## src/rtl/sfq_pkg.sv

```systemverilog
package sfq_pkg;
    localparam int WORD_W  = 32;
    localparam int NBYTES  = WORD_W / 8;
    localparam int DUMMY_W = 5;
    localparam int BEAT_W  = $clog2(WORD_W + 1);
    localparam int LANES   = 4;
    localparam int NPHASE  = 6;

    typedef enum logic [2:0] {
        PH_IDLE, PH_CMD, PH_OCMD, PH_ADDR, PH_OPT, PH_DUMMY, PH_DATA, PH_FIN
    } phase_e;

    typedef struct packed {
        logic [WORD_W-1:0] word;
        logic [BEAT_W-1:0] beats;
        logic [1:0]        lg;
        logic              drive;
        logic              rx;
    } load_t;

    function automatic logic [1:0] lane_lg(logic [1:0] code);
        return (code == 2'd3) ? 2'd2 : code;
    endfunction

    function automatic logic [2:0] byte_cnt(logic [3:0] m);
        return 3'(m[0]) + 3'(m[1]) + 3'(m[2]) + 3'(m[3]);
    endfunction

    function automatic logic [BEAT_W-1:0] beats_for(logic [2:0] nb, logic [1:0] lg);
        logic [5:0] bits;
        bits = {nb, 3'b000};
        return BEAT_W'(bits >> lg);
    endfunction

    function automatic logic [5:0] align_shift(logic [2:0] nb);
        return {3'(3'd4 - nb), 3'b000};
    endfunction

    function automatic logic [LANES-1:0] lane_mask(logic [1:0] lg);
        case (lg)
            2'd0:    return 4'b0001;
            2'd1:    return 4'b0011;
            default: return 4'b1111;
        endcase
    endfunction

    function automatic phase_e next_phase(phase_e cur, logic [NPHASE-1:0] en);
        phase_e r;
        logic   hit;
        r   = PH_FIN;
        hit = 1'b0;
        for (int i = 0; i < NPHASE; i++) begin
            if (!hit && en[i] && (i + 1) > int'(cur)) begin
                r   = phase_e'(3'(i + 1));
                hit = 1'b1;
            end
        end
        return r;
    endfunction
endpackage

```

## src/rtl/sfq_sclk.sv

```systemverilog
module sfq_sclk #(
    parameter int DIV = 4
) (
    input  logic clk,
    input  logic rst,
    input  logic run,
    output logic sck,
    output logic sample,
    output logic beat_end
);
    localparam int HALF = DIV / 2;
    localparam int CW   = (DIV > 2) ? $clog2(DIV) : 1;
    localparam logic [CW-1:0] LAST = CW'(DIV - 1);
    localparam logic [CW-1:0] PRE  = CW'(HALF - 1);
    localparam logic [CW-1:0] MID  = CW'(HALF);

    logic [CW-1:0] hc;

    always_ff @(posedge clk) begin
        if (rst || !run)   hc <= '0;
        else if (hc == LAST) hc <= '0;
        else               hc <= hc + 1'b1;
    end

    assign sck      = run && (hc >= MID);
    assign sample   = run && (hc == PRE);
    assign beat_end = run && (hc == LAST);

    // a running beat counter wraps back to the low half
    assert_beat_wrap_R10: assert property (@(posedge clk) disable iff (rst)
        beat_end |=> !sck)
        else $error("beat did not restart low");
endmodule

```

## src/rtl/sfq_shift.sv

```systemverilog
module sfq_shift import sfq_pkg::*; (
    input  logic              clk,
    input  logic              rst,
    input  logic              load,
    input  logic [WORD_W-1:0] load_word,
    input  logic [1:0]        lg,
    input  logic              shift,
    input  logic              sample,
    input  logic [LANES-1:0]  io_in,
    output logic [LANES-1:0]  tx_bits,
    output logic [WORD_W-1:0] rx_word
);
    logic [WORD_W-1:0] sr;

    always_ff @(posedge clk) begin
        if (rst) begin
            sr      <= '0;
            rx_word <= '0;
        end else begin
            if (load)       sr <= load_word;
            else if (shift) begin
                case (lg)
                    2'd0:    sr <= sr << 1;
                    2'd1:    sr <= sr << 2;
                    default: sr <= sr << 4;
                endcase
            end
            if (load)        rx_word <= '0;
            else if (sample) begin
                case (lg)
                    2'd0:    rx_word <= {rx_word[WORD_W-2:0], io_in[1]};
                    2'd1:    rx_word <= {rx_word[WORD_W-3:0], io_in[1:0]};
                    default: rx_word <= {rx_word[WORD_W-5:0], io_in};
                endcase
            end
        end
    end

    always_comb begin
        case (lg)
            2'd0:    tx_bits = {3'b000, sr[WORD_W-1]};
            2'd1:    tx_bits = {2'b00, sr[WORD_W-1 -: 2]};
            default: tx_bits = sr[WORD_W-1 -: 4];
        endcase
    end
endmodule

```

## src/rtl/sfq_ctrl.sv

```systemverilog
module sfq_ctrl import sfq_pkg::*; (
    input  logic               clk,
    input  logic               rst,
    input  logic               start,
    input  logic               keep_sel,
    input  logic               rd_en,
    input  logic               wr_en,
    input  logic               cmd_en,
    input  logic [1:0]         cmd_lane,
    input  logic [7:0]         cmd_code,
    input  logic               ocmd_en,
    input  logic [1:0]         ocmd_lane,
    input  logic [7:0]         ocmd_code,
    input  logic [3:0]         addr_mask,
    input  logic [1:0]         addr_lane,
    input  logic [WORD_W-1:0]  addr,
    input  logic [3:0]         opt_mask,
    input  logic [1:0]         opt_lane,
    input  logic [WORD_W-1:0]  opt,
    input  logic               dummy_en,
    input  logic [DUMMY_W-1:0] dummy_len,
    input  logic [3:0]         data_mask,
    input  logic [1:0]         data_lane,
    input  logic [WORD_W-1:0]  wdata,
    input  logic               beat_end,
    input  logic [WORD_W-1:0]  rx_word,
    output logic               running,
    output logic               load,
    output logic [WORD_W-1:0]  load_word,
    output logic               shift,
    output logic [1:0]         cur_lg,
    output logic               cur_drive,
    output logic               cs_n,
    output logic               done,
    output logic [WORD_W-1:0]  rdata
);
    phase_e             phase, nxt;
    load_t              ld;
    logic [BEAT_W-1:0]  left;
    logic [NPHASE-1:0]  en;
    logic               last, advance, accept, rd_seen;
    logic [1:0]         g;
    logic [2:0]         nb;

    assign en = {(rd_en || wr_en) && (data_mask != 4'd0), dummy_en,
                 opt_mask != 4'd0, addr_mask != 4'd0, ocmd_en, cmd_en};

    assign running = (phase != PH_IDLE) && (phase != PH_FIN);
    assign accept  = (phase == PH_IDLE) && start;
    assign last    = running && beat_end && (left == BEAT_W'(1));
    assign advance = accept || last;
    assign nxt     = next_phase(phase, en);
    assign load    = advance && (nxt != PH_FIN);
    assign shift   = beat_end && !load;
    assign load_word = ld.word;

    always_comb begin
        ld = '0;
        g  = 2'd0;
        nb = 3'd0;
        case (nxt)
            PH_CMD:  begin g = lane_lg(cmd_lane);  nb = 3'd1; ld.word = {cmd_code, 24'd0}; end
            PH_OCMD: begin g = lane_lg(ocmd_lane); nb = 3'd1; ld.word = {ocmd_code, 24'd0}; end
            PH_ADDR: begin
                g = lane_lg(addr_lane);
                nb = byte_cnt(addr_mask);
                ld.word = addr << align_shift(nb);
            end
            PH_OPT:  begin g = lane_lg(opt_lane);  nb = byte_cnt(opt_mask); ld.word = opt; end
            PH_DATA: begin
                g = lane_lg(data_lane);
                nb = byte_cnt(data_mask);
                ld.word = wr_en ? wdata : '0;
            end
            default: ;
        endcase
        ld.lg    = g;
        ld.beats = beats_for(nb, g);
        ld.drive = (nxt != PH_DUMMY) && (nxt != PH_FIN) && !(nxt == PH_DATA && !wr_en);
        ld.rx    = (nxt == PH_DATA) && !wr_en;
        if (nxt == PH_DUMMY) ld.beats = BEAT_W'(dummy_len) + BEAT_W'(1);
    end

    always_ff @(posedge clk) begin
        if (rst) begin
            phase     <= PH_IDLE;
            left      <= '0;
            cur_lg    <= 2'd0;
            cur_drive <= 1'b0;
            rd_seen   <= 1'b0;
            cs_n      <= 1'b1;
            done      <= 1'b0;
            rdata     <= '0;
        end else begin
            if (advance) begin
                phase     <= nxt;
                left      <= ld.beats;
                cur_lg    <= ld.lg;
                cur_drive <= ld.drive;
                if (ld.rx) rd_seen <= 1'b1;
            end else if (running && beat_end) begin
                left <= left - BEAT_W'(1);
            end
            if (accept) begin
                done <= 1'b0;
                cs_n <= 1'b0;
                if (!ld.rx) rd_seen <= 1'b0;
            end
            if (phase == PH_FIN) begin
                phase   <= PH_IDLE;
                done    <= 1'b1;
                cs_n    <= !keep_sel;
                rd_seen <= 1'b0;
                if (rd_seen) rdata <= rx_word << align_shift(byte_cnt(data_mask));
            end
        end
    end

    // chip select is held low while any phase runs
    assert_cs_busy_R11: assert property (@(posedge clk) disable iff (rst)
        running |-> !cs_n)
        else $error("chip select released mid transaction");

    // an accepted start clears the done flag on the next edge
    assert_done_clear_R9: assert property (@(posedge clk) disable iff (rst)
        accept |=> !done)
        else $error("done not cleared after start");

    // phase changes only move forward in the fixed order
    assert_phase_order_R2: assert property (@(posedge clk) disable iff (rst)
        advance |=> (phase > $past(phase)))
        else $error("phase order broken");

    // a start during a running phase leaves the phase in place
    assert_busy_start_R12: assert property (@(posedge clk) disable iff (rst)
        (running && start && !beat_end) |=> $stable(phase))
        else $error("start disturbed a running transaction");
endmodule

```

## src/rtl/sflash_seq.sv

```systemverilog
module sflash_seq import sfq_pkg::*; #(
    parameter int CLK_DIV = 4
) (
    input  logic               clk,
    input  logic               rst,
    input  logic               start_i,
    input  logic               keep_sel_i,
    input  logic               rd_en_i,
    input  logic               wr_en_i,
    input  logic               cmd_en_i,
    input  logic [1:0]         cmd_lane_i,
    input  logic [7:0]         cmd_code_i,
    input  logic               ocmd_en_i,
    input  logic [1:0]         ocmd_lane_i,
    input  logic [7:0]         ocmd_code_i,
    input  logic [3:0]         addr_mask_i,
    input  logic [1:0]         addr_lane_i,
    input  logic [WORD_W-1:0]  addr_i,
    input  logic [3:0]         opt_mask_i,
    input  logic [1:0]         opt_lane_i,
    input  logic [WORD_W-1:0]  opt_i,
    input  logic               dummy_en_i,
    input  logic [DUMMY_W-1:0] dummy_len_i,
    input  logic [3:0]         data_mask_i,
    input  logic [1:0]         data_lane_i,
    input  logic [WORD_W-1:0]  wdata_i,
    output logic [WORD_W-1:0]  rdata_o,
    output logic               done_o,
    output logic               cs_n_o,
    output logic               sck_o,
    output logic [LANES-1:0]   io_out_o,
    output logic [LANES-1:0]   io_oe_o,
    input  logic [LANES-1:0]   io_in_i
);
    logic              running, load, shift, sample, beat_end, cur_drive;
    logic [WORD_W-1:0] load_word, rx_word;
    logic [1:0]        cur_lg;

    sfq_ctrl u_ctrl (
        .clk(clk), .rst(rst), .start(start_i), .keep_sel(keep_sel_i),
        .rd_en(rd_en_i), .wr_en(wr_en_i),
        .cmd_en(cmd_en_i), .cmd_lane(cmd_lane_i), .cmd_code(cmd_code_i),
        .ocmd_en(ocmd_en_i), .ocmd_lane(ocmd_lane_i), .ocmd_code(ocmd_code_i),
        .addr_mask(addr_mask_i), .addr_lane(addr_lane_i), .addr(addr_i),
        .opt_mask(opt_mask_i), .opt_lane(opt_lane_i), .opt(opt_i),
        .dummy_en(dummy_en_i), .dummy_len(dummy_len_i),
        .data_mask(data_mask_i), .data_lane(data_lane_i), .wdata(wdata_i),
        .beat_end(beat_end), .rx_word(rx_word),
        .running(running), .load(load), .load_word(load_word), .shift(shift),
        .cur_lg(cur_lg), .cur_drive(cur_drive),
        .cs_n(cs_n_o), .done(done_o), .rdata(rdata_o)
    );

    sfq_sclk #(.DIV(CLK_DIV)) u_sclk (
        .clk(clk), .rst(rst), .run(running),
        .sck(sck_o), .sample(sample), .beat_end(beat_end)
    );

    sfq_shift u_shift (
        .clk(clk), .rst(rst), .load(load), .load_word(load_word), .lg(cur_lg),
        .shift(shift), .sample(sample), .io_in(io_in_i),
        .tx_bits(io_out_o), .rx_word(rx_word)
    );

    assign io_oe_o = cur_drive ? lane_mask(cur_lg) : '0;

    // lane values hold while the serial clock is high
    assert_io_hold_R10: assert property (@(posedge clk) disable iff (rst)
        (sck_o && $past(sck_o)) |-> $stable(io_out_o))
        else $error("lane output moved while clock high");

    // only the legal lane groups are ever driven
    assert_lane_group_R3: assert property (@(posedge clk) disable iff (rst)
        (io_oe_o == 4'b0000) || (io_oe_o == 4'b0001) || (io_oe_o == 4'b0011) || (io_oe_o == 4'b1111))
        else $error("illegal lane enable group");
endmodule

```

## config.mk

```make
export PLATFORM = sky130hd
export DESIGN_NAME = sflash_seq
export DESIGN_NICKNAME = d
export VERILOG_FILES = /design/src/rtl/sfq_pkg.sv /design/src/rtl/sfq_sclk.sv /design/src/rtl/sfq_shift.sv /design/src/rtl/sfq_ctrl.sv /design/src/rtl/sflash_seq.sv
export SDC_FILE = /design/constraint.sdc
export NUM_CORES = 1
export LEC_CHECK = 0
export ABC_AREA = 0
export BUFFER_PORTS_ARGS = -buffer_cell sky130_fd_sc_hd__clkbuf_2
export CAP_MARGIN = 20
export CORE_UTILIZATION = 55
export CTS_BUF_LIST = sky130_fd_sc_hd__clkbuf_16
export CTS_CLUSTER_SIZE = 30
export DETAILED_ROUTE_END_ITERATION = 12
export GPL_TIMING_DRIVEN = 1
export PLACE_DENSITY = 0.82
export SKIP_LAST_GASP = 1
export SYNTH_ARGS = -nofsm -noshare
export SYNTH_HDL_FRONTEND = slang
export SYNTH_SLANG_ARGS = --single-unit
export TNS_END_PERCENT = 10
```

## constraint.sdc

```tcl
create_clock -name clk -period 4.1 [get_ports clk]
set_clock_uncertainty 0.15 [all_clocks]
set_input_delay 0.205 -clock clk [delete_from_list [all_inputs] [get_ports clk]]
set_output_delay 0.205 -clock clk [all_outputs]
set_load 0.1 [all_outputs]
```

**Word level (Yosys, flattened, before mapping)**

Cells that the tools add are included.

- Register bits after elaboration: 113
- Bits in latches: 0
- RAM bits: 0
- Memory bits (read-only): 0
- Output and inout bits: 43
- Word-level logic and storage cells: 142
- Memories: 0

- Add/sub/neg operators: 14
- Multiply operators: 0
- Div/mod/pow operators: 0
- $lt $le $gt $ge: 7
- Eq/ne operators: 19
- Shift-type cells: 3
- Muxes and demuxes: 37
- Bitwise gates (word level): 0
- Reductions and logical operators: 51

Operators with widths:

| cell | count |
|---|---|
| 32-bit case mux with 5 select lines | 1 |
| 32-bit case mux with 2 select lines | 2 |
| 32-bit two-way mux | 3 |
| 32-bit by 6-bit left shift with 32-bit output | 2 |
| 1-bit logical AND | 24 |
| 3-bit by 1-bit adder with 3-bit output | 6 |
| 3-bit two-way mux | 6 |
| 6-bit two-way mux | 3 |
| 4-bit case mux with 2 select lines | 2 |
| 2-bit equality test, second input constant | 6 |
| 3-bit equality test, second input constant | 4 |
| 1-bit two-way mux | 12 |
| 3-bit case mux with 4 select lines | 1 |
| 4-bit nonzero test | 3 |
| 1-bit logical NOT | 10 |
| 2-bit two-way mux | 5 |
| 2-bit case mux with 5 select lines | 1 |
| 3-bit greater-than comparator, first input constant | 3 |
| 3-bit inequality test, second input constant | 3 |
| 2-bit OR reduction | 4 |
| 1-bit by 1-bit adder with 2-bit output | 3 |
| 5-bit by 1-bit adder with 6-bit output, second input constant | 1 |
| 3-bit by 2-bit equality test with 1-bit output, second input constant | 2 |
| 6-bit by 1-bit equality test with 1-bit output, second input constant | 1 |
| other kinds (16) | 23 |

**Longest topological paths before layout**

Gate-level depths: netlist of the first run.

- Depth after elaboration: 29
- Gate-level depth with buffers: 16
- Gate-level depth less buffers: 15

**Cells and area by module**

Synthesis of the first run repeated with hierarchy kept, for this count alone.

- Cell total of the unflattened synthesis: 1040
- Area total of the unflattened synthesis: 8363.0 um^2

Modules (own cells, without submodules):

| module | instances | cells an instance | area an instance (um^2) | sequential area each (um^2) |
|---|---|---|---|---|
| sfq_ctrl | 1 | 553 | 4302.9 | 940.9 |
| sfq_shift | 1 | 471 | 3905.0 | 1281.2 |
| sfq_sclk | 1 | 12 | 125.1 | 40.0 |
| sflash_seq | 1 | 4 | 30.0 | 0.0 |

**Least setup slack after synthesis of the first run**

Ideal clock, no wire load.

- Path type: flip-flop to output port
- Start: register u_ctrl.cur_lg[0]
- End: output io_out_o[0]
- Arrival time: 3400 ps
- Path slack: 345 ps
- Cell stages (with the launch flop): 6
- Buffers on the path: 3
- Cell sequence: dfxtp_1 -> clkbuf_1 -> clkbuf_1 -> buf_1 -> mux2i_1 -> o21ai_0

- Cells in the longest elaborated chain, start to end: 2

Ends and longest elaborated chain:

| item | line | source |
|---|---|---|
| start, declared | sfq_ctrl.sv:31 | `output logic [1:0] cur_lg,` |
| start signal, assigned | sfq_ctrl.sv:98 | `cur_lg <= ld.lg;` |
| 2-bit by 1-bit equality test with 1-bit output / 2-bit logical NOT (equally long branches) | sfq_shift.sv:40 | `case (lg)` |
| 4-bit case mux with 2 select lines (*) | sfq_shift.sv:40 |  |
| end, declared | sflash_seq.sv:31 | `output logic [LANES-1:0] io_out_o,` |

Mark *: on every way between the ends. The rest lies on a longest branch, timed or not.

**Worst setup path after layout of the first run**

- Start: register u_ctrl.phase[2]
- End: register u_shift.sr[14]

- Cells in the longest elaborated chain, start to end: 28

Ends and longest elaborated chain:

| item | line | source |
|---|---|---|
| start, declared | sfq_ctrl.sv:37 | `phase_e phase, nxt;` |
| start signal, assigned | sfq_ctrl.sv:96 | `phase <= nxt;` |
| branches (longest 28 deep; another with 1-bit by 3-bit greater-than comparator with 1-bit output) | - |  |
| end signal, assigned | sfq_shift.sv:23 | `2'd0: sr <= sr << 1;` |
| end signal, assigned | sfq_shift.sv:24 | `2'd1: sr <= sr << 2;` |
| end signal, assigned | sfq_shift.sv:25 | `default: sr <= sr << 4;` |
| end, declared | sfq_shift.sv:13 | `logic [WORD_W-1:0] sr;` |

Parallel ways; which one is timed is not known.
A chain may end at the register's enable or synchronous reset.

==> results of run 1 <==
-- synth_stat cells (2+ instances only) --
cell type,n,share of area (%)
o21ai_0,34,2.2
buf_2,17,1.1
nand2_1,62,3.0
mux2_2,24,3.5
a211oi_1,12,1.2
buf_6,2,0.29
a221o_1,2,0.26
ha_1,17,2.7
nor4_4,2,0.55
nor4b_1,2,0.22
inv_1,27,1.3
nor2b_1,4,0.32
nor3_2,2,0.26
clkbuf_1,55,2.6
nor3b_1,2,0.19
mux2i_1,89,11
dfxtp_1,113,29
a221oi_1,3,0.34
o211ai_1,11,1.1
a22o_1,10,1.1
o21ai_1,4,0.26
a222oi_1,32,4.1
nand3_1,5,0.32
nor2_2,2,0.16
and3b_1,2,0.22
nor3_1,37,2.4
xor2_1,3,0.34
a21o_1,2,0.19
buf_1,7,0.34
xnor2_1,2,0.22
o21a_1,3,0.29
a21oi_1,108,6.9
o22ai_1,21,1.7
and2_1,10,0.80
buf_4,5,0.48
o32ai_1,2,0.22
fa_1,3,0.77
nor2_1,228,11
a2bb2oi_1,2,0.22
a31oi_1,11,0.88
a22oi_1,33,3.2
-- cell families after synthesis --
kind of cell	Yosys count	synth area share (%)
compound gates	300	25.4
xor+xnor	5	0.561
flops	113	29.0
mux	113	14.9
fa+ha+maj	20	3.50
buf+inv	113	6.14
simple gates	369	20.5
-- layer usage --
layer | vias to the layer above | share of wire, % | GRT usage [%] | routed length, um
li1 | 4058 | - | - | -
met1 | 3927 | 42 | 42.9 | 10200
met2 | 434 | 47 | 54.6 | 11400
met3 | 63 | 7.0 | 5.03 | 1720
met4 | 0 | 4.1 | 15.6 | 1000
met5 | - | 0 | 0 | 0
-- through the flow --
stage	setup slack, ps	area (um2)	power (W)	instances
4_1_cts	988	9290	0.00364	1370
3_3_place_gp	805	8780	0.00237	1339
6_report	855	9290	0.00366	1371
2_1_floorplan	345	7800	0.00210	1033
5_1_grt	652	9290	0.00381	1371
3_5_place_dp	650	8780	0.00238	1339
-- state kept, by name, indices dropped and copies added, names as in the netlist --
name and cells:
u_ctrl.cs_n 1, u_ctrl.cur_drive 1, u_ctrl.cur_lg 2, u_ctrl.done 1
u_ctrl.left 6, u_ctrl.phase 3, u_ctrl.rd_seen 1, u_ctrl.rdata 32
u_sclk.hc 2, u_shift.rx_word 32, u_shift.sr 32
-- final cells by class --
| cell class | instances | share of cell area [%] |
|---|---|---|
| clock buffers | 18 | 4.85 |
| clock inverters | 12 | 0.565 |
| inverters | 27 | 1.09 |
| multi-input cells | 807 | 54.6 |
| flip-flops and latches | 113 | 24.4 |
| well taps | 180 | 2.42 |
| repair buffers | 214 | 12.1 |
-- path summary, 6_finish.rpt --
path | start | to | slack [ps] | depth (start not counted)
max | u_ctrl.phase[2] | u_shift.sr[14] | 860 | 10
min | io_in_i[2] | u_shift.rx_word[2] | 20 | 5
max reg2reg | u_ctrl.phase[2] | u_shift.sr[14] | 860 | 10
min reg2reg | u_ctrl.done | u_ctrl.done | 350 | 2
-- power groups by stage --
stage | clock network (W) | logic [W] | registers, W
after CTS | 0.00127 | 0.00110 | 0.00127
after global placement | 0 | 0.00108 | 0.00128
after floorplan | 0 | 0.000861 | 0.00124
final | 0.00127 | 0.00112 | 0.00127
after detailed placement | 0 | 0.00110 | 0.00129
after global routing | 0.00132 | 0.00121 | 0.00128
-- critical path, delay by kind of cell (launching register included) --
family / cells / cell delay [ps]
AND/OR/NAND/NOR: 7 / 1580
flip-flops: 1 / 450
buffers and inverters: 1 / 230
AO/OA/AOI/OAI: 2 / 670
-- repair_timing --
item	in CTS	in global routing
gates resized for setup	0	0
endpoints found under the hold margin	1	0
hold buffers	1	0
==> flow_metrics.env, run 1 <==
export IMPL_synthArstFlopShare_pct=0
export IMPL_fin_nets=1352
export IMPL_yosysSeqAreaShare_pct=29.0
export IMPL_syn_avg_cell_area_um2=7.55
export IMPL_die_w_um=121
export IMPL_grtUsageTotal_pct=33.3
export IMPL_wl_mm=24.4
export IMPL_grt_pass1_wl_mm=38.5
export IMPL_num_antenna_cells=0
export IMPL_syn2layout_area_growth_pct=19.1
export IMPL_dieHeight_um=121
export IMPL_intPower_w=0.00238
export IMPL_fill_cells=1209
export IMPL_power_frac_comb_pct=30.6
export IMPL_pwr_share_clk_pct=34.6
export IMPL_cap_viol_max_count=0
export IMPL_syn_inst=1033
export IMPL_power_density_mw_per_mm2=393
export IMPL_grt_overflow_total=0
export IMPL_port_buffer_count=194
export IMPL_ys_seq_elements=113
export IMPL_clk_latency_ps=420
export IMPL_rows=43
export IMPL_cts_buffer_depth=2
export IMPL_worst_hold_slack_ps=22.6
export IMPL_post_cts_buffers=0
export IMPL_antenna_found_initial=0
export IMPL_power_leakage_nw=3.87
export IMPL_power_share_sequential_pct=34.7
export IMPL_drt_iter0_markers=998
export IMPL_start_util_pct=56.2
export IMPL_ir_drop_mv=0.315
export IMPL_seqCellArea_mm2=0.00227
export IMPL_fmax_mhz=308
export IMPL_drive_above_1_share_pct=23.3
export IMPL_finalHoldViolCount=0
export IMPL_syn_num_nets=1205
export IMPL_cts_clk_slew_worst_paths_ps=50
export IMPL_htree_num_levels=4
export IMPL_rsz0062_at_grt="false"
export IMPL_cp_slowest_cell="and2_1"
export IMPL_swShare_pct=34.8
export IMPL_clock_root_buffer="clkbuf_16"
export IMPL_vias=8482
export IMPL_grt_max_degree=73
export IMPL_hpwl_mm=17.7
export IMPL_path_max_fanout=32
export IMPL_drcViolationCount=0
export IMPL_wl_per_cell_um=17.8
export IMPL_final_setup_viol_count=0
export IMPL_endpoint_kind="flop"
export IMPL_path_class="flop to flop"
export IMPL_switching_power_w=0.00127
export IMPL_slew_headroom_pct=28.2
export IMPL_status="finished, final reports clean"
export IMPL_drv_slew=0
export IMPL_slowest_delay_ps=540
export IMPL_path_cells="nor3_2 -> and2_1 -> nor4_4 -> and3_4 -> and2_1 -> buf_4 -> a222oi_1 -> o22ai_1 -> nor2_1 -> nor3_1"
export IMPL_synth_flop_cell="dfxtp_1"
export IMPL_die_area_mm2=0.0147
export IMPL_worstMarginPinSlew_ps=1070
export IMPL_ios=195
export IMPL_cts_made_buffers=17
export IMPL_first_global_vias=7664
export IMPL_cpMostUsedCell="and2_1"
export IMPL_critPathLaunchType="flop"
export IMPL_hold_class="input port to flop"
export IMPL_fin_util_pct=67.0
export IMPL_multi_input_area_mm2=0.00507
export IMPL_layout_common_cells="nor2_1 (228), clkbuf_2 (195), dfxtp_1 (111)"
export IMPL_ys_types=62
export IMPL_cts_sinks=113
export IMPL_routed_via_density=6.19
export IMPL_drtAntennaViolNets=0
export IMPL_design_core_area_mm2=0.0139
export IMPL_crit_arrival_ps=3370
export IMPL_synth_edf_count=0
export IMPL_gp_congestion=0.978
export IMPL_cts_tree="done"
export IMPL_min_period_ps=3240
export IMPL_yosysWarnings=0
export IMPL_synth_area_mm2=0.00780
export IMPL_required_ps=4230
export IMPL_dr_pass1_iters=8
export IMPL_final_common_cell="nor2_1"
export IMPL_fin_crit_sh_pct=79.1
export IMPL_finalSetupTns_ps=0
(Power assumes the default switching activity.)
==> run 2, diff against run 1 <==
clock period = 3.3 ns   (was 4.1 ns; I/O delays follow)
==> flow_metrics.env, run 2 (synthesis results as in run 1) <==
export IMPL_cpMostUsedCell="nor2_1"
export IMPL_grt_max_degree=81
export IMPL_dieHeight_um=121
export IMPL_hpwl_mm=17.7
export IMPL_vias=8547
export IMPL_drcViolationCount=0
export IMPL_worst_hold_slack_ps=32.9
export IMPL_rows=43
export IMPL_design_core_area_mm2=0.0139
export IMPL_power_density_mw_per_mm2=516
export IMPL_cts_clk_slew_worst_paths_ps=50
export IMPL_path_class="flop to flop"
export IMPL_fin_crit_sh_pct=92.7
export IMPL_routed_via_density=6.17
export IMPL_drt_iter0_markers=761
export IMPL_cts_sinks=113
export IMPL_path_max_fanout=22
export IMPL_ir_drop_mv=0.401
export IMPL_path_cells="nor2_1 -> o21a_1 -> nor2_1 -> nand2_1 -> nand2_1 -> a21o_1 -> buf_4 -> o22ai_1 -> nor2_1 -> nor3_1"
export IMPL_required_ps=3400
export IMPL_post_cts_buffers=0
export IMPL_place_ws_ps=85.6
export IMPL_fin_nets=1364
export IMPL_antenna_found_initial=1
export IMPL_fin_util_pct=68.9
export IMPL_crit_family="compound AO/OA/AOI/OAI gates"
export IMPL_gp_congestion=1.00
export IMPL_hold_class="input port to flop"
export IMPL_grtUsageTotal_pct=33.5
export IMPL_rsz0062_at_grt="false"
export IMPL_crit_arrival_ps=3160
export IMPL_drv_slew=0
export IMPL_fmax_mhz=327
export IMPL_fin_ws_ps=240
export IMPL_power_leakage_nw=3.98
export IMPL_worst_path_buf_inv=1
export IMPL_clock_root_buffer="clkbuf_16"
export IMPL_die_area_mm2=0.0147
export IMPL_ios=195
export IMPL_cts_made_buffers=17
export IMPL_dr_pass1_iters=9
export IMPL_wl_per_cell_um=17.5
export IMPL_first_global_vias=7747
export IMPL_port_buffer_count=194
export IMPL_wl_mm=24.3
export IMPL_drive_above_1_share_pct=23.7
export IMPL_clk_latency_ps=410
export IMPL_min_period_ps=3060
export IMPL_top_regs="u_ctrl.rdata (32), u_shift.rx_word (32), u_shift.sr (32)"
export IMPL_worstMarginPinSlew_ps=1000
export IMPL_status="finished, final reports clean"
export IMPL_final_setup_viol_count=0
export IMPL_stdcell_count=1386
export IMPL_cts_buffer_depth=2
export IMPL_die_w_um=121
export IMPL_finalHoldViolCount=0
export IMPL_cap_viol_max_count=0
export IMPL_grt_overflow_total=0
export IMPL_cts_tree="done"
export IMPL_finalSetupTns_ps=0
export IMPL_drtAntennaViolNets=0
export IMPL_htree_num_levels=4
export IMPL_slew_headroom_pct=32.9
export IMPL_cp_slowest_cell="a21o_1"
export IMPL_syn2layout_area_growth_pct=22.6
export IMPL_layout_common_cells="nor2_1 (228), clkbuf_2 (194), dfxtp_1 (111)"
export IMPL_grt_pass1_wl_mm=38.7
export IMPL_endpoint_kind="flop"
export IMPL_critPathLaunchType="flop"
export IMPL_start_util_pct=56.2
export IMPL_slowest_delay_ps=640
export IMPL_final_common_cell="nor2_1"
export IMPL_placed_cells=1347
[run 2: layer usage]
layer,global-route usage [%],up-vias,part of all wire [%]
li1,-,4070,-
met1,43.0,3925,42
met2,53.4,472,46
met3,6.77,80,8.2
met4,16.7,0,4.6
met5,0,-,0
[run 2: worst min-delay path: stages]
cell	delay [ps]
clkbuf_2	80
a21oi_1	60
nor2_1	100
a21oi_1	60
nor2_1	90
[run 2: timing repair]
action                                  in CTS  in global routing
endpoints found under the setup margin       0                 23
hold buffers                                 5                  0
endpoints found under the hold margin        4                  0
resized for setup                            0                  1
[run 2: area by class of cell]
type                       instances  area [um2]
clock buffer                      18         450
inverter                          27         101
sequential                       113        2270
antenna                            1        2.50
fill                            1182        4320
multi-input combinational        807        5070
clock inverter                    14         169
timing repair buffer             226        1270
tap                              180         225
[run 2: where the power goes]
part	internal, W	switching, W	total [W]
clock network	0.00129	0.000636	0.00192
registers	0.00144	0.000111	0.00156
logic	0.000588	0.000869	0.00146
total	0.00332	0.00162	0.00494
[run 2: per-stage QoR]
stage	power (W)	instance area, um2
floorplan	0.00261	7800
global placement	0.00297	8860
detailed placement	0.00299	8860
CTS	0.00491	9530
global route	0.00515	9560
finish	0.00494	9560
[run 2: final timing paths]
| path | start | end | slack [ps] | depth (start not counted) |
|---|---|---|---|---|
| max | u_ctrl.phase[2] | u_shift.sr[7] | 240 | 10 |
| min | io_in_i[3] | u_shift.rx_word[3] | 30 | 5 |
| max reg2reg | u_ctrl.phase[2] | u_shift.sr[7] | 240 | 10 |
| min reg2reg | u_shift.rx_word[31] | u_shift.rx_word[31] | 340 | 2 |
==> run 3, diff against run 2 <==
CORE_UTILIZATION = 49   (was 55)
PLACE_DENSITY = 0.77   (was 0.82)
clock period = 2.5 ns   (was 3.3 ns; I/O delays follow)
==> flow_metrics.env, run 3 (synthesis results as in run 1) <==
export IMPL_status="finished, violations left"
export IMPL_failed_checks="negative setup slack"
export IMPL_grt_max_degree=71
export IMPL_syn2layout_area_growth_pct=36.7
export IMPL_layout_common_cells="nor2_1 (226), clkbuf_2 (190), dfxtp_1 (108)"
export IMPL_dr_pass1_iters=10
export IMPL_cts_made_buffers=17
export IMPL_fin_crit_sh_pct=108
export IMPL_die_w_um=128
export IMPL_fin_ws_ps=-188
export IMPL_drive_above_1_share_pct=32.0
export IMPL_path_class="flop to flop"
export IMPL_ir_drop_mv=0.601
export IMPL_start_util_pct=50.8
export IMPL_dieHeight_um=128
export IMPL_worstMarginPinSlew_ps=947
export IMPL_wl_mm=26.0
export IMPL_port_buffer_count=194
export IMPL_finalHoldViolCount=0
export IMPL_clk_latency_ps=430
export IMPL_gp_congestion=0.997
export IMPL_slew_headroom_pct=36.4
export IMPL_drt_iter0_markers=815
export IMPL_first_global_vias=8152
export IMPL_final_setup_viol_count=25
export IMPL_rows=45
export IMPL_endpoint_kind="flop"
export IMPL_htree_num_levels=4
export IMPL_cts_buffer_depth=2
export IMPL_hpwl_mm=18.8
export IMPL_drv_slew=0
export IMPL_top_regs="u_ctrl.rdata (32), u_shift.rx_word (32), u_shift.sr (32)"
export IMPL_wl_per_cell_um=17.2
export IMPL_min_period_ps=2690
export IMPL_vias=8899
export IMPL_grt_overflow_total=0
export IMPL_crit_arrival_ps=2840
export IMPL_power_leakage_nw=4.53
export IMPL_stdcell_count=1514
export IMPL_ios=195
export IMPL_cts_clk_slew_worst_paths_ps=50
export IMPL_drcViolationCount=0
export IMPL_final_common_cell="nor2_1"
export IMPL_cap_viol_max_count=0
export IMPL_required_ps=2650
export IMPL_die_area_mm2=0.0164
export IMPL_fin_util_pct=69.4
export IMPL_clock_root_buffer="clkbuf_16"
export IMPL_antenna_found_initial=2
export IMPL_rsz0062_at_grt="true"
export IMPL_drtAntennaViolNets=0
export IMPL_routed_via_density=5.88
export IMPL_power_density_mw_per_mm2=636
export IMPL_fin_nets=1460
export IMPL_cts_sinks=113
export IMPL_hold_class="input port to flop"
export IMPL_path_max_fanout=7
export IMPL_grtUsageTotal_pct=31.5
export IMPL_grt_pass1_wl_mm=40.5
export IMPL_fmax_mhz=372
export IMPL_final_area_mm2=0.0107
export IMPL_design_core_area_mm2=0.0154
export IMPL_placed_cells=1458
export IMPL_cts_tree="done"
export IMPL_dpl_instance_area_mm2=0.00967
export IMPL_critPathLaunchType="flop"
-- run 3: through the flow --
stage	hold WS (ps)	setup WS [ps]	TNS [ps]	total power, W
after floorplan	188	-424	-11640	0.00348
after global placement	271	-489	-20070	0.00419
after detailed placement	282	-522	-22720	0.00422
after CTS	4.85	-65.2	-391	0.00670
after global routing	49.1	-309	-5490	0.00709
final	24.0	-188	-1210	0.00678
-- run 3: metal layers --
layer,routed length [um],up-vias,track usage [%]
met5,0,-,0
met4,1290,0,18.6
met3,1700,86,5.84
met2,12200,454,52.0
met1,10800,4092,38.3
li1,-,4267,-
-- run 3: critical path, cell delays in order (launching register included) --
cell      delay [ps]
dfxtp_4          380
nor2b_2          170
and3b_2          280
a32oi_2          220
o211ai_1         200
a31oi_4          330
mux2i_1          320
o21ai_2          120
a221oi_2         310
nor2_1            60
-- run 3: area by class of cell --
| type | count | area [um2] |
|---|---|---|
| Multi-Input combinational cell | 807 | 5250 |
| Fill cell | 1247 | 4710 |
| Sequential cell | 113 | 2280 |
| Timing Repair Buffer | 322 | 2170 |
| Clock buffer | 17 | 425 |
| Tap cell | 211 | 264 |
| Clock inverter | 15 | 151 |
| Inverter | 27 | 114 |
| Antenna cell | 2 | 5.00 |
-- run 3: where the power goes --
part	switching (W)	internal [W]	total, W	leakage, nW
registers	0.000144	0.00191	0.00205	0.922
logic	0.00127	0.00108	0.00235	3.32
clock network	0.000842	0.00154	0.00238	0.293
-- run 3: final timing paths --
| kind | end | from | slack, ps | depth (start not counted) |
|---|---|---|---|---|
| hold reg to reg | u_shift.rx_word[31] | u_shift.rx_word[31] | 340 | 2 |
| setup / recovery | u_ctrl.left[2] | u_ctrl.phase[0] | -190 | 9 |
| setup reg to reg | u_ctrl.left[2] | u_ctrl.phase[0] | -190 | 9 |
| hold / removal | u_ctrl.left[0] | dummy_len_i[0] | 20 | 4 |
-- run 3: what timing repair did --
| item | in CTS | in global routing |
|---|---|---|
| buffers inserted | 5 | 7 |
| setup endpoints to repair | 38 | 46 |
| pin swaps | 13 | 17 |
| gates resized for setup | 28 | 22 |
| gates cloned | 0 | 1 |
| hold buffers | 10 | 0 |
| hold endpoints to repair | 9 | 0 |
